$ cat config.mk
export PLATFORM = sky130hd
export DESIGN_NAME = muldiv_engine
export DESIGN_NICKNAME = d
export VERILOG_FILES = /design/src/rtl/mdu_pkg.sv /design/src/rtl/mdu_seq_ctrl.sv /design/src/rtl/mdu_mul_core.sv /design/src/rtl/mdu_div_core.sv /design/src/rtl/muldiv_engine.sv
export SDC_FILE = /design/constraint.sdc
export NUM_CORES = 1
export LEC_CHECK = 0
export CAP_MARGIN = 0
export CORE_UTILIZATION = 45
export DETAILED_ROUTE_END_ITERATION = 10
export DONT_BUFFER_PORTS = 1
export MAX_ROUTING_LAYER = met4
export SYNTH_ARGS = -nofsm -noshare
export SYNTH_HDL_FRONTEND = slang
export SYNTH_SLANG_ARGS = --single-unit
$ cat constraint.sdc
create_clock -name clk -period 3.2 [get_ports clk]
set_input_delay 0.48 -clock clk [delete_from_list [all_inputs] [get_ports clk]]
set_output_delay 0.48 -clock clk [all_outputs]
set_load 0.02 [all_outputs]
$ cat src/rtl/mdu_pkg.sv
package mdu_pkg;

  typedef enum logic {
    OP_MUL = 1'b0,
    OP_DIV = 1'b1
  } mdu_op_e;

endpackage

$ cat src/rtl/mdu_seq_ctrl.sv
// Sequencing for the engine: accepts a launch when idle, paces the
// arithmetic steps, and raises done after the fixed latency.
module mdu_seq_ctrl #(
  parameter int W        = 8,
  parameter int MUL_CYC  = 9,
  parameter int DIV_CYC  = 12
) (
  input  logic clk,
  input  logic rst_n,
  input  logic start,
  input  logic op_div,
  output logic accept,
  output logic step,
  output logic finish,
  output logic done
);

  localparam int MAX_CYC = (DIV_CYC > MUL_CYC) ? DIV_CYC : MUL_CYC;
  localparam int CNT_W   = $clog2(MAX_CYC + 1);
  localparam int STEP_W  = $clog2(W + 2);
  localparam logic [CNT_W-1:0]  MUL_LD    = CNT_W'(MUL_CYC - 1);
  localparam logic [CNT_W-1:0]  DIV_LD    = CNT_W'(DIV_CYC - 1);
  localparam logic [STEP_W-1:0] MUL_STEPS = STEP_W'(W);
  localparam logic [STEP_W-1:0] DIV_STEPS = STEP_W'(W + 1);

  logic              busy_q, busy_d;
  logic [CNT_W-1:0]  cnt_q, cnt_d;
  logic [STEP_W-1:0] step_q, step_d;
  logic              done_q, done_d;

  assign accept = start & ~busy_q;
  assign step   = busy_q & (step_q != '0);
  assign finish = busy_q & (cnt_q == '0);
  assign done   = done_q;

  always_comb begin
    busy_d = busy_q;
    cnt_d  = cnt_q;
    step_d = step_q;
    done_d = 1'b0;
    if (accept) begin
      busy_d = 1'b1;
      cnt_d  = op_div ? DIV_LD : MUL_LD;
      step_d = op_div ? DIV_STEPS : MUL_STEPS;
    end else if (busy_q) begin
      if (cnt_q == '0) begin
        busy_d = 1'b0;
        done_d = 1'b1;
      end else begin
        cnt_d = cnt_q - 1'b1;
      end
      if (step_q != '0) begin
        step_d = step_q - 1'b1;
      end
    end
  end

  always_ff @(posedge clk or negedge rst_n) begin
    if (!rst_n) begin
      busy_q <= 1'b0;
      cnt_q  <= '0;
      step_q <= '0;
      done_q <= 1'b0;
    end else begin
      busy_q <= busy_d;
      cnt_q  <= cnt_d;
      step_q <= step_d;
      done_q <= done_d;
    end
  end

endmodule

$ cat src/rtl/mdu_mul_core.sv
// Shift-and-add multiplier: one partial product per step, W steps.
module mdu_mul_core #(
  parameter int W = 8
) (
  input  logic           clk,
  input  logic           rst_n,
  input  logic           load,
  input  logic           step,
  input  logic [W-1:0]   a_in,
  input  logic [W-1:0]   y_in,
  output logic [2*W-1:0] prod
);

  logic [2*W-1:0] acc_q, acc_d;
  logic [W-1:0]   mcand_q, mcand_d;
  logic [W:0]     upper_sum;

  always_comb begin
    upper_sum = {1'b0, acc_q[2*W-1:W]} + (acc_q[0] ? {1'b0, mcand_q} : '0);
    acc_d     = acc_q;
    mcand_d   = mcand_q;
    if (load) begin
      acc_d   = {{W{1'b0}}, a_in};
      mcand_d = y_in;
    end else if (step) begin
      acc_d = {upper_sum, acc_q[W-1:1]};
    end
  end

  always_ff @(posedge clk or negedge rst_n) begin
    if (!rst_n) begin
      acc_q   <= '0;
      mcand_q <= '0;
    end else begin
      acc_q   <= acc_d;
      mcand_q <= mcand_d;
    end
  end

  assign prod = acc_q;

endmodule

$ cat src/rtl/mdu_div_core.sv
// Divider that picks between the true quotient and the core's
// overflow formula at load, then runs one restoring loop of W+1 steps.
module mdu_div_core #(
  parameter int W = 8
) (
  input  logic         clk,
  input  logic         rst_n,
  input  logic         load,
  input  logic         step,
  input  logic [W-1:0] a_in,
  input  logic [W-1:0] x_in,
  input  logic [W-1:0] y_in,
  output logic [W-1:0] a_res,
  output logic [W-1:0] y_res,
  output logic         v_res,
  output logic         h_res
);

  localparam int         NIB  = W / 2;
  localparam logic [W:0] BASE = {1'b1, {W{1'b0}}};

  // load-time operand shaping
  logic [2*W-1:0] ya;
  logic [2*W-1:0] x_scaled;
  logic           ovf_in;
  logic [2*W-1:0] dvd;
  logic [W:0]     dsr;

  // iteration state
  logic [W-1:0] rem_q, rem_d;
  logic [W:0]   low_q, low_d;
  logic [W-1:0] quo_q, quo_d;
  logic [W:0]   dsr_q, dsr_d;
  logic [W-1:0] x_q, x_d;
  logic         ovf_q, ovf_d;
  logic         v_q, v_d;
  logic         h_q, h_d;

  logic [W:0]   trial;
  logic         fits;

  always_comb begin
    ya       = {y_in, a_in};
    x_scaled = {x_in[W-2:0], {(W+1){1'b0}}};
    ovf_in   = ({1'b0, y_in} >= {x_in, 1'b0});
    dvd      = ovf_in ? (ya - x_scaled) : ya;
    dsr      = ovf_in ? (BASE - {1'b0, x_in}) : {1'b0, x_in};
  end

  always_comb begin
    trial = {rem_q, low_q[W]};
    fits  = (trial >= dsr_q);
    rem_d = rem_q;
    low_d = low_q;
    quo_d = quo_q;
    dsr_d = dsr_q;
    x_d   = x_q;
    ovf_d = ovf_q;
    v_d   = v_q;
    h_d   = h_q;
    if (load) begin
      rem_d = {1'b0, dvd[2*W-1:W+1]};
      low_d = dvd[W:0];
      quo_d = '0;
      dsr_d = dsr;
      x_d   = x_in;
      ovf_d = ovf_in;
      v_d   = (y_in >= x_in);
      h_d   = (y_in[NIB-1:0] >= x_in[NIB-1:0]);
    end else if (step) begin
      rem_d = fits ? (trial[W-1:0] - dsr_q[W-1:0]) : trial[W-1:0];
      low_d = {low_q[W-1:0], 1'b0};
      quo_d = {quo_q[W-2:0], fits};
    end
  end

  always_ff @(posedge clk or negedge rst_n) begin
    if (!rst_n) begin
      rem_q <= '0;
      low_q <= '0;
      quo_q <= '0;
      dsr_q <= '0;
      x_q   <= '0;
      ovf_q <= 1'b0;
      v_q   <= 1'b0;
      h_q   <= 1'b0;
    end else begin
      rem_q <= rem_d;
      low_q <= low_d;
      quo_q <= quo_d;
      dsr_q <= dsr_d;
      x_q   <= x_d;
      ovf_q <= ovf_d;
      v_q   <= v_d;
      h_q   <= h_d;
    end
  end

  assign a_res = ovf_q ? ~quo_q : quo_q;
  assign y_res = ovf_q ? (x_q + rem_q) : rem_q;
  assign v_res = v_q;
  assign h_res = h_q;

endmodule

$ cat src/rtl/muldiv_engine.sv
module muldiv_engine #(
  parameter int W       = 8,
  parameter int MUL_CYC = 9,
  parameter int DIV_CYC = 12
) (
  input  logic         clk,
  input  logic         rst_n,
  input  logic         start,
  input  logic         op_sel,
  input  logic [W-1:0] a_in,
  input  logic [W-1:0] x_in,
  input  logic [W-1:0] y_in,
  output logic [W-1:0] a_out,
  output logic [W-1:0] y_out,
  output logic         flag_n,
  output logic         flag_z,
  output logic         flag_v,
  output logic         flag_h,
  output logic         done
);

  import mdu_pkg::*;

  // reset: asserted asynchronously, released on the clock
  logic [1:0] rst_pipe_q;
  logic       rst_int_n;

  always_ff @(posedge clk or negedge rst_n) begin
    if (!rst_n) begin
      rst_pipe_q <= 2'b00;
    end else begin
      rst_pipe_q <= {rst_pipe_q[0], 1'b1};
    end
  end
  assign rst_int_n = rst_pipe_q[1];

  logic    accept, step, finish;
  mdu_op_e op_q, op_d;

  mdu_seq_ctrl #(.W(W), .MUL_CYC(MUL_CYC), .DIV_CYC(DIV_CYC)) i_ctrl (
    .clk    (clk),
    .rst_n  (rst_int_n),
    .start  (start),
    .op_div (op_sel),
    .accept (accept),
    .step   (step),
    .finish (finish),
    .done   (done)
  );

  logic [2*W-1:0] prod;
  logic           mul_load, div_load;

  assign mul_load = accept & (mdu_op_e'(op_sel) == OP_MUL);
  assign div_load = accept & (mdu_op_e'(op_sel) == OP_DIV);

  mdu_mul_core #(.W(W)) i_mul (
    .clk   (clk),
    .rst_n (rst_int_n),
    .load  (mul_load),
    .step  (step & (op_q == OP_MUL)),
    .a_in  (a_in),
    .y_in  (y_in),
    .prod  (prod)
  );

  logic [W-1:0] div_a, div_y;
  logic         div_v, div_h;

  mdu_div_core #(.W(W)) i_div (
    .clk   (clk),
    .rst_n (rst_int_n),
    .load  (div_load),
    .step  (step & (op_q == OP_DIV)),
    .a_in  (a_in),
    .x_in  (x_in),
    .y_in  (y_in),
    .a_res (div_a),
    .y_res (div_y),
    .v_res (div_v),
    .h_res (div_h)
  );

  // result registers
  logic [W-1:0] a_q, a_d, y_q, y_d;
  logic         n_q, n_d, z_q, z_d, v_q, v_d, h_q, h_d;

  always_comb begin
    op_d = accept ? mdu_op_e'(op_sel) : op_q;
    a_d  = a_q;
    y_d  = y_q;
    n_d  = n_q;
    z_d  = z_q;
    v_d  = v_q;
    h_d  = h_q;
    if (finish) begin
      if (op_q == OP_DIV) begin
        a_d = div_a;
        y_d = div_y;
        n_d = div_a[W-1];
        z_d = (div_a == '0);
        v_d = div_v;
        h_d = div_h;
      end else begin
        a_d = prod[W-1:0];
        y_d = prod[2*W-1:W];
        n_d = prod[2*W-1];
        z_d = (prod[2*W-1:W] == '0);
      end
    end
  end

  always_ff @(posedge clk or negedge rst_int_n) begin
    if (!rst_int_n) begin
      op_q <= OP_MUL;
      a_q  <= '0;
      y_q  <= '0;
      n_q  <= 1'b0;
      z_q  <= 1'b0;
      v_q  <= 1'b0;
      h_q  <= 1'b0;
    end else begin
      op_q <= op_d;
      a_q  <= a_d;
      y_q  <= y_d;
      n_q  <= n_d;
      z_q  <= z_d;
      v_q  <= v_d;
      h_q  <= h_d;
    end
  end

  assign a_out  = a_q;
  assign y_out  = y_q;
  assign flag_n = n_q;
  assign flag_z = z_q;
  assign flag_v = v_q;
  assign flag_h = h_q;

endmodule

==> results.py, run 1 <==
metrics = {
    "synth": {
        "synth_cells": 701,
        "yosysTopAreaCell": "dfrtp_1",
        "synth_nets": 776,
        "yosys_warnings": 0,
        "synth-seq-cells": 101,
        "synth_edf_count": 0,
        "synth-main-ff-cell": "dfrtp_1",
        "ys_top_cells_by_count": "nand2_1, dfrtp_1, o21ai_0",
        "ys_types": 71,
        "synth_top_area_share": 0.4068,
        "synth_most_common_cell": "nand2_1",
        "yosysSeqAreaShare": 0.4068,
        "syn_area_per_cell_um2": 8.862,
        "synth.top_cells.by_area": "dfrtp_1, ha_1, nand2_1, o21ai_0, xnor2_1",
        "async_reset_ff_frac": 1.000,
        "synth_area_um2": 6212,
    },
    "die": {
        "rows": 42,
        "core_um2": 13350,
        "io_pins": 49,
        "dieWidth_um": 119.5,
        "dieHeight_um": 119.5,
        "dieArea_um2": 14280,
        "start_util": 0.4654,
    },
    "detailed_routing": {
        "vias_per_cell": 5.658,
        "top_layer": "met4",
        "wl_met1_um": 6940,
        "wl_met3_um": 738,
        "drc": 0,
        "firstDrtPassIters": 4,
        "drt_iter0_drc": 287,
        "dr_wl_met2_um": 7259,
        "wl_per_cell_um": 17.50,
        "postRouteAntennaNets": 0,
        "wl_um": 15260,
        "vias": 4934,
    },
    "critical_path": {
        "critical-path-slowest-cell": "or4b_1",
        "cp_slowest_stage_delay_ns": 0.48,
        "cp.arrival_ns": 2.75,
        "cp.required_ns": 3.48,
        "crit_path_frequent_cell": "o21ai_1",
        "path_cells": "ha_1 -> inv_1 -> fa_1 -> nor2b_1 -> o21a_1 -> o21ai_1 -> or4b_1 -> a41o_1 -> o21ai_1",
        "critPathKind": "flip-flop to flip-flop",
        "end_kind": "flip-flop",
        "crit_path_max_fanout": 6,
        "cp-start-kind": "flip-flop",
    },
    "pwr": {
        "switchingPower_uw": 3065,
        "p_per_area_nw_per_um2": 1039,
        "power_leakage_uw": 0.003100,
        "comb_power_share": 0.475,
        "p_int_uw": 3899,
        "seq_power_share": 0.358,
        "sw_frac_of_total": 0.4401,
        "total_power_uw": 6964,
        "vdd_drop_max_mv": 0.3701,
        "pwr-share-clk": 0.167,
    },
    "cts": {
        "holdBufCountCts": 1,
        "htreeDepth": 3,
        "cts.path.max_buffers": 2,
        "post_cts_resized": 0,
        "root_buffer": "clkbuf_16",
        "cts_setup_buffers": 0,
        "clock_latency_ns": 0.35,
        "clk_pin_slew_ns": 0.07,
        "cts_tree": "done",
        "cts_sinks": 101,
        "cts_made_buffers": 9,
    },
    "sta": {
        "period_needed_ns": 2.461,
        "rsz0062_at_grt": "no",
        "slew_headroom": 0.2943,
        "worstMarginPinSlew_ns": 1.059,
        "slew_violations": 0,
        "fin_crit_sh": 0.7691,
        "hold_viol_final": 0,
        "clock.fmax_mhz": 406.3,
        "finalSetupTns_ns": 0,
        "finalWorstSetupSlack_ns": 0.7388,
        "setup_viol": 0,
        "finClkSkew_ns": 0.01020,
    },
    "run": {
        "drv_cap": 0,
    },
    "run_status": {
        "status": "finished clean",
    },
    "place": {
        "place_ws_ns": 0.4596,
        "place.gp.congestion": 0.8874,
        "io_buffers": 0,
        "dpl.hpwl_um": 11660,
    },
    "global_routing": {
        "antenna_found_initial": 0,
        "grt_max_degree": 82,
        "grt_overflow": 0,
        "gr-usage-all-layers": 0.2358,
        "grt_pass1_wl_um": 25340,
        "grt_pass1_vias": 4956,
    },
    "cells_and_area": {
        "nets": 768,
        "antennaDiodeCount": 0,
        "syn_to_final_growth_pct": 7.855,
        "drive_gt1_frac": 0.06466,
    },
    "min_path": {
        "hold_path_class": "input port to flip-flop",
    },
}
==> kinds of logic after synthesis <==
logic type      count (synthesis)  share of synthesized area
buf+inv                        74                    0.04854
compound gates                178                     0.1899
fa+ha+maj                      47                    0.09950
mux                             8                    0.01329
flops                         101                     0.4068
other cells                     1                  0.0006037
xor+xnor                       32                    0.04512
simple gates                  260                     0.1962
==> power by group through the flow <==
stage          clock network (uW)  logic, uW  registers, uW
3_3_place_gp                    0       3200           2500
6_report                     1160       3310           2500
5_1_grt                      1230       3740           2580
4_1_cts                      1190       3310           2500
3_5_place_dp                    0       3290           2520
2_1_floorplan                   0       2700           2300
==> critical path: cells and delay by family (launching register included) <==
kind	cells	cell delay (ns)
AOI/OAI and AO/OA	4	0.63
adders and majority gates	2	0.62
and+or+nand+nor	2	0.62
DFF	1	0.46
buffers and inverters	1	0.06
==> cell type report <==
class	count	area (um2)
timing repair buffer	12	92.59
fill	1282	6648
clock inverter	5	86.33
clock buffer	9	225.2
sequential	101	2531
multi-input combinational	526	3383
tap	176	220.2
inverter	43	161.4
==> layer usage <==
metal  GRT usage  vias to the layer above
met3     0.04420                       18
met1      0.2969                     2366
met5           -                        -
met4     0.09453                        0
li1            -                     2446
met2      0.3750                      104
==> worst paths after layout <==
path / from / to / slack [ns] / depth (start not counted)
max in group asynchronous: rst_pipe_q[1]$_DFF_PN0_ / i_div.quo_q[2]$_DFFE_PN0P_ / 1.92 / 1
hold reg to reg: rst_pipe_q[0]$_DFF_PN0_ / rst_pipe_q[1]$_DFF_PN0_ / 0.36 / 0
hold / removal: y_in[2] / i_mul.mcand_q[2]$_DFFE_PN0P_ / 0.23 / 2
setup reg to reg: i_div.rem_q[0]$_DFFE_PN0P_ / y_out[6]$_DFFE_PN0P_ / 0.74 / 9
setup / recovery: i_div.rem_q[0]$_DFFE_PN0P_ / y_out[6]$_DFFE_PN0P_ / 0.74 / 9
min in group asynchronous: rst_n / rst_pipe_q[1]$_DFF_PN0_ / 0.35 / 1
==> per-stage QoR <==
step	instances	utilization	hold slack, ns	area (um2)
6_report	872	0.5020	0.2338	6700
5_1_grt	872	0.5020	0.2285	6700
4_1_cts	872	0.5020	0.2253	6700
3_3_place_gp	857	0.4779	0.1845	6379
3_5_place_dp	857	0.4779	0.1845	6379
2_1_floorplan	701	-	0.1844	6212
==> placed cells by master, fill, tap and decap left out, types with 5 or more instances in the layout <==
master / netlist / final
or3_1: 7 / 7
o21ai_0: 68 / 68
a21oi_1: 22 / 22
buf_4: 1 / 11
a31oi_1: 7 / 7
mux2i_1: 6 / 6
a21o_1: 7 / 7
nand2_1: 127 / 127
dfrtp_1: 101 / 100
nor2b_1: 5 / 5
xor2_1: 8 / 8
o21a_1: 5 / 5
nor3_1: 8 / 8
xnor2_1: 24 / 24
nand2b_1: 7 / 7
clkbuf_16: 0 / 9
o211ai_1: 11 / 11
ha_1: 43 / 43
o22ai_1: 5 / 5
and2_1: 10 / 10
inv_1: 41 / 41
nor2_1: 26 / 26
a22oi_1: 16 / 16
nand3_1: 37 / 37
==> flip-flops by register name (all words and copies together), names as in the netlist, 2 cells and up <==
name / cells
a_out: 8
i_div.x_q: 8
i_mul.mcand_q: 8
y_out: 8
i_ctrl.cnt_q: 4
i_div.quo_q: 8
i_ctrl.step_q: 4
i_mul.prod: 16
i_div.low_q: 9
rst_pipe_q: 2
i_div.rem_q: 8
i_div.dsr_q: 8
(Power assumes the default switching activity.)
==> run 2, diff against run 1 <==
==> constraint.sdc (replaced) <==
create_clock -name clk -period 2.2 [get_ports clk]
set_input_delay 0.33 -clock clk [delete_from_list [all_inputs] [get_ports clk]]
set_output_delay 0.33 -clock clk [all_outputs]
set_load 0.02 [all_outputs]
==> run 2 against run 1 <==
Against the previous run:
- non-clock buffer count up 31
- via count is 4.3% higher
- worst setup slack lost 0.67 ns
- critical endpoint unchanged
- utilization is 2.5 points higher
- wire length rose by 3.9%
- final cell count grew 3.8%
- largest cell class unchanged
- power increased by 53%
- highest routed layer unchanged
- critical path depth unchanged
- first-iteration DRC count grew 2.1%
- register-to-register slack worse by 0.67 ns
==> results.py, run 2 (synthesized netlist as in run 1, its figures left out) <==
metrics = {
    "run_status": {
        "status": "finished clean",
    },
    "cells_and_area": {
        "multi_input_area_um2": 3483,
        "antennaDiodeCount": 0,
        "final_cell_area_um2": 7036,
        "drive_gt1_frac": 0.1235,
        "largest_reg_flops": 16,
        "fill_cells": 1299,
        "syn_to_final_growth_pct": 13.25,
        "final_cell_mix": "nand2_1, dfrtp_1, o21ai_0",
        "seqCellArea_um2": 2532,
        "nets": 799,
        "mostFrequentLayoutCell": "nand2_1",
        "utilization": 0.5271,
    },
    "cts": {
        "cts_made_buffers": 9,
        "cts.path.max_buffers": 2,
        "htreeDepth": 3,
        "clk_pin_slew_ns": 0.07,
        "root_buffer": "clkbuf_16",
        "clock_latency_ns": 0.36,
        "cts_sinks": 101,
        "cts_tree": "done",
    },
    "pwr": {
        "total_power_uw": 10630,
        "power_leakage_uw": 0.003252,
        "pwr-share-clk": 0.143,
        "vdd_drop_max_mv": 0.4909,
        "p_int_uw": 5914,
        "seq_power_share": 0.334,
        "comb_power_share": 0.524,
        "sw_frac_of_total": 0.4437,
        "switchingPower_uw": 4716,
        "p_per_area_nw_per_um2": 1511,
    },
    "detailed_routing": {
        "drt_iter0_drc": 293,
        "wl_per_cell_um": 17.51,
        "vias_per_cell": 5.684,
        "firstDrtPassIters": 4,
        "postRouteAntennaNets": 0,
        "drc": 0,
        "vias": 5144,
        "wl_um": 15850,
    },
    "sta": {
        "finalWorstSetupSlack_ns": 0.06497,
        "slew_violations": 0,
        "period_needed_ns": 2.135,
        "finClkSkew_ns": 0.01111,
        "finalSetupTns_ns": 0,
        "fin_crit_sh": 0.9705,
        "rsz0062_at_grt": "yes",
        "clock.fmax_mhz": 468.4,
        "hold_viol_final": 0,
        "setup_viol": 0,
    },
    "critical_path": {
        "path_cells": "ha_1 -> inv_1 -> fa_2 -> nor2b_1 -> o21a_1 -> o21ai_1 -> or4b_1 -> a41o_1 -> o21ai_1",
        "rr_startpoint": "i_div.x_q[0]$_DFFE_PN0P_",
        "r2r_setup_slack_ns": 0.06,
        "crit_path_max_fanout": 2,
        "cp.arrival_ns": 2.42,
        "crit_path_frequent_cell": "o21ai_1",
        "critical-path-slowest-cell": "or4b_1",
        "end_kind": "flip-flop",
        "cp.required_ns": 2.49,
        "cp-start-kind": "flip-flop",
        "cp_slowest_stage_delay_ns": 0.47,
        "reg2regPathDepth": 9,
        "r2r-end": "y_out[6]$_DFFE_PN0P_",
        "critPathKind": "flip-flop to flip-flop",
    },
    "die": {
        "start_util": 0.4654,
        "io_pins": 49,
        "dieArea_um2": 14280,
        "dieWidth_um": 119.5,
        "rows": 42,
        "core_um2": 13350,
        "dieHeight_um": 119.5,
    },
    "global_routing": {
        "grt_overflow": 0,
        "gr-usage-all-layers": 0.2422,
        "grt_pass1_vias": 5054,
        "grt_pass1_wl_um": 25890,
        "antenna_found_initial": 0,
        "grt_max_degree": 41,
    },
    "min_path": {
        "hold_end": "i_mul.mcand_q[4]$_DFFE_PN0P_",
        "hold_path_class": "input port to flip-flop",
        "min_path_cells": 2,
        "worstHoldStart": "y_in[4]",
    },
    "place": {
        "place_area_um2": 6626,
        "io_buffers": 0,
        "dpl.hpwl_um": 12310,
        "place.gp.congestion": 0.9326,
        "place_ws_ns": -0.08068,
    },
    "run": {
        "drv_cap": 0,
    },
}
==> run 2: cell count changes in the layout (fill, tap and decap cells not counted), sizes merged <==
cell	before	now
inv	42	43
bufinv	2	0
clkbuf	9	11
clkinvlp	0	1
buf	11	42
==> run 2: power by group through the flow <==
stage | registers [uW] | logic, uW | clock network (uW)
detailed placement | 3580 | 5160 | 0
finish | 3550 | 5570 | 1520
global route | 3660 | 6230 | 1620
floorplan | 3350 | 3920 | 0
global placement | 3550 | 5000 | 0
CTS | 3550 | 5200 | 1550
==> run 2: worst max-delay path by stage <==
stage / from / to / slack, ns / depth (start not counted)
2_1_floorplan: i_div.rem_q[0]$_DFFE_PN0P_ / y_out[6]$_DFFE_PN0P_ / 0.05 / 9
3_3_place_gp: y_in[1] / i_div.rem_q[3]$_DFFE_PN0P_ / 0.008 / 11
3_5_place_dp: y_in[1] / i_div.rem_q[2]$_DFFE_PN0P_ / -0.08 / 11
4_1_cts: i_div.x_q[0]$_DFFE_PN0P_ / y_out[6]$_DFFE_PN0P_ / 0.01 / 9
5_1_grt: i_div.x_q[0]$_DFFE_PN0P_ / y_out[6]$_DFFE_PN0P_ / -0.04 / 9
6_report: i_div.x_q[0]$_DFFE_PN0P_ / y_out[6]$_DFFE_PN0P_ / 0.06 / 9
==> run 2: worst max-delay path: cells and delay by family (launching register included) <==
family,cells,cell delay [ns]
and+or+nand+nor,2,0.59
AOI/OAI and AO/OA,4,0.58
adders and majority gates,2,0.51
DFF,1,0.35
buffers and inverters,1,0.06
==> run 2: area by class of cell <==
type / count / share of cell area
clock inverter: 5 / 0.006047
inverter: 43 / 0.02294
sequential: 101 / 0.3600
tap: 176 / 0.03130
timing repair buffer: 43 / 0.05157
clock buffer: 11 / 0.03308
multi-input combinational: 526 / 0.4951
==> run 2: per-layer routing <==
| layer | vias up | GRT usage | wire [um] |
|---|---|---|---|
| met4 | 0 | 0.09609 | 363 |
| li1 | 2513 | - | - |
| met3 | 26 | 0.04087 | 766 |
| met2 | 137 | 0.3819 | 7628 |
| met5 | - | - | 0 |
| met1 | 2468 | 0.3112 | 7089 |
==> run 2: timing repair <==
item / 4_1_cts / 5_1_grt
setup buffers: 0 / 3
endpoints found under the hold margin: 2 / 0
hold buffers: 1 / 0
gates resized for setup: 0 / 20
setup endpoints to repair: 0 / 26
==> run 2: stage by stage <==
stage	cells	hold WS (ns)
global placement	885	0.03446
global route	905	0.08955
detailed placement	885	0.03447
CTS	902	0.07504
floorplan	701	0.03441
finish	905	0.08421
==> run 3, diff against run 2 <==
==> constraint.sdc (replaced) <==
create_clock -name clk -period 2.05 [get_ports clk]
set_input_delay 0.3075 -clock clk [delete_from_list [all_inputs] [get_ports clk]]
set_output_delay 0.3075 -clock clk [all_outputs]
set_load 0.02 [all_outputs]
==> run 3 against run 2 <==
Against the previous run:
- the flow now finishes with violations (negative setup slack)
- flip-flop and latch count unchanged
- via count rose by 2.2%
- final cell count up 3.3%
- count of clock-buffer cells in the layout shrank 1
- critical path depth is the same
- highest routed layer unchanged
- register-to-register slack worse by 0.22 ns
- critical path type unchanged
==> results.py, run 3 (synthesized netlist as in run 1, its figures left out) <==
metrics = {
    "critical_path": {
        "crit_path_max_fanout": 2,
        "r2r-end": "y_out[6]$_DFFE_PN0P_",
        "cp-start-kind": "flip-flop",
        "cp.required_ns": 2.34,
        "startpoint": "i_div.rem_q[0]$_DFFE_PN0P_",
        "r2r_setup_slack_ns": -0.15,
        "rr_startpoint": "i_div.rem_q[0]$_DFFE_PN0P_",
        "cp.arrival_ns": 2.49,
        "cp-endpoint": "y_out[6]$_DFFE_PN0P_",
        "end_kind": "flip-flop",
        "reg2regPathDepth": 9,
        "critPathKind": "flip-flop to flip-flop",
    },
    "detailed_routing": {
        "vias": 5259,
        "firstDrtPassIters": 5,
        "drc": 0,
        "wl_per_cell_um": 17.25,
        "vias_per_cell": 5.625,
        "wl_um": 16130,
        "drt_iter0_drc": 454,
        "postRouteAntennaNets": 0,
    },
    "global_routing": {
        "grt_overflow": 0,
        "grt_pass1_wl_um": 26280,
        "grt_max_degree": 100,
        "grt_pass1_vias": 5215,
        "antenna_found_initial": 0,
        "gr-usage-all-layers": 0.2457,
    },
    "die": {
        "rows": 42,
        "io_pins": 49,
        "start_util": 0.4654,
        "core_um2": 13350,
        "dieHeight_um": 119.5,
        "dieWidth_um": 119.5,
        "dieArea_um2": 14280,
    },
    "cts": {
        "clock_latency_ns": 0.36,
        "root_buffer": "clkbuf_16",
        "cts_tree": "done",
        "cts_made_buffers": 9,
        "cts_sinks": 101,
        "cts.path.max_buffers": 2,
        "clk_pin_slew_ns": 0.07,
        "htreeDepth": 3,
    },
    "sta": {
        "clock.fmax_mhz": 453.8,
        "period_needed_ns": 2.203,
        "finalWorstSetupSlack_ns": -0.1534,
        "rsz0062_at_grt": "yes",
        "fin_crit_sh": 1.075,
        "setup_viol": 6,
        "hold_viol_final": 0,
        "finalSetupTns_ns": -0.3667,
        "worstMarginPinSlew_ns": 0.5710,
        "finClkSkew_ns": 0.007385,
        "slew_headroom": 0.6193,
        "slew_violations": 0,
    },
    "cells_and_area": {
        "syn_to_final_growth_pct": 17.99,
        "drive_gt1_frac": 0.1700,
        "mostFrequentLayoutCell": "nand2_1",
        "nets": 829,
        "final_cell_mix": "nand2_1, dfrtp_1, buf_4",
        "final_cells": 935,
        "antennaDiodeCount": 0,
        "largest_reg_flops": 16,
    },
    "place": {
        "dp.cells": 912,
        "io_buffers": 0,
        "place_ws_ns": -0.1275,
        "dpl.hpwl_um": 12190,
        "place.gp.congestion": 0.9077,
    },
    "run": {
        "drv_cap": 0,
    },
    "min_path": {
        "hold_path_class": "input port to flip-flop",
    },
    "run_status": {
        "violations": "negative setup slack",
        "status": "complete, but fails checks",
    },
    "pwr": {
        "vdd_drop_max_mv": 0.7517,
        "power_leakage_uw": 0.003434,
        "p_per_area_nw_per_um2": 1655,
    },
}
[run 3: cell count changes in the layout (fill, tap and decap cells not counted), moves of 2 or more]
| cell | change |
|---|---|
| buf_4 | +30 |
| a21oi_1 | -2 |
| a21oi_2 | +2 |
| bufinv_16 | +2 |
| clkbuf_1 | -2 |
| clkinv_4 | -2 |
| o21ai_2 | +2 |
[run 3: power breakdown]
group | switching, uW | internal, uW
logic | 3440 | 3020
clock network | 791 | 1110
registers | 932 | 2840
total | 5160 | 6970
[run 3: what timing repair did]
action                                  CTS  global route
hold endpoints to repair                  2             0
pin swaps                                 2            13
buffers inserted                          1             5
gates resized for setup                  11            16
endpoints found under the setup margin   16            21
hold buffers                              1             0
[run 3: layer usage]
layer,track usage,vias to the layer above,part of all wire
met2,0.3967,123,0.48
met1,0.3084,2541,0.46
li1,-,2568,-
met5,-,-,0
met4,0.09219,0,0.023
met3,0.04373,27,0.043
[run 3: layout make-up]
class	instances	area, um2
inverter	43	161.4
tap	176	220.2
multi-input combinational	526	3507
clock buffer	10	239.0
fill	1265	6018
clock inverter	6	91.34
timing repair buffer	73	579.3
sequential	101	2531
[run 3: worst min-delay path by stage]
stage | from | end | slack [ns] | cells past startpoint
after floorplan | rst_n | rst_pipe_q[0]$_DFF_PN0_ | 0.01 | 0
after CTS | y_in[3] | i_mul.mcand_q[3]$_DFFE_PN0P_ | 0.04 | 2
after global placement | rst_n | rst_pipe_q[0]$_DFF_PN0_ | 0.01 | 0
after global routing | y_in[2] | i_mul.mcand_q[2]$_DFFE_PN0P_ | 0.06 | 2
after detailed placement | rst_n | rst_pipe_q[0]$_DFF_PN0_ | 0.01 | 0
final | y_in[3] | i_mul.mcand_q[3]$_DFFE_PN0P_ | 0.05 | 2
[run 3: worst max-delay path, stage by stage, from the launching register on]
cell,delay (ns)
dfrtp_1,0.37
ha_2,0.20
inv_2,0.04
fa_2,0.34
nor2b_1,0.13
o21a_1,0.18
o21ai_2,0.07
or4b_4,0.48
a41o_1,0.23
o21ai_1,0.11
[run 3: per-stage QoR]
stage / hold WS (ns) / utilization / power (uW) / instance area [um2]
5_1_grt: 0.06048 / 0.5491 / 13100 / 7330
3_3_place_gp: 0.01196 / 0.5113 / 9507 / 6825
4_1_cts: 0.04458 / 0.5411 / 11870 / 7222
6_report: 0.05496 / 0.5491 / 12130 / 7330
3_5_place_dp: 0.01196 / 0.5113 / 9686 / 6825
2_1_floorplan: 0.01191 / - / 7814 / 6222
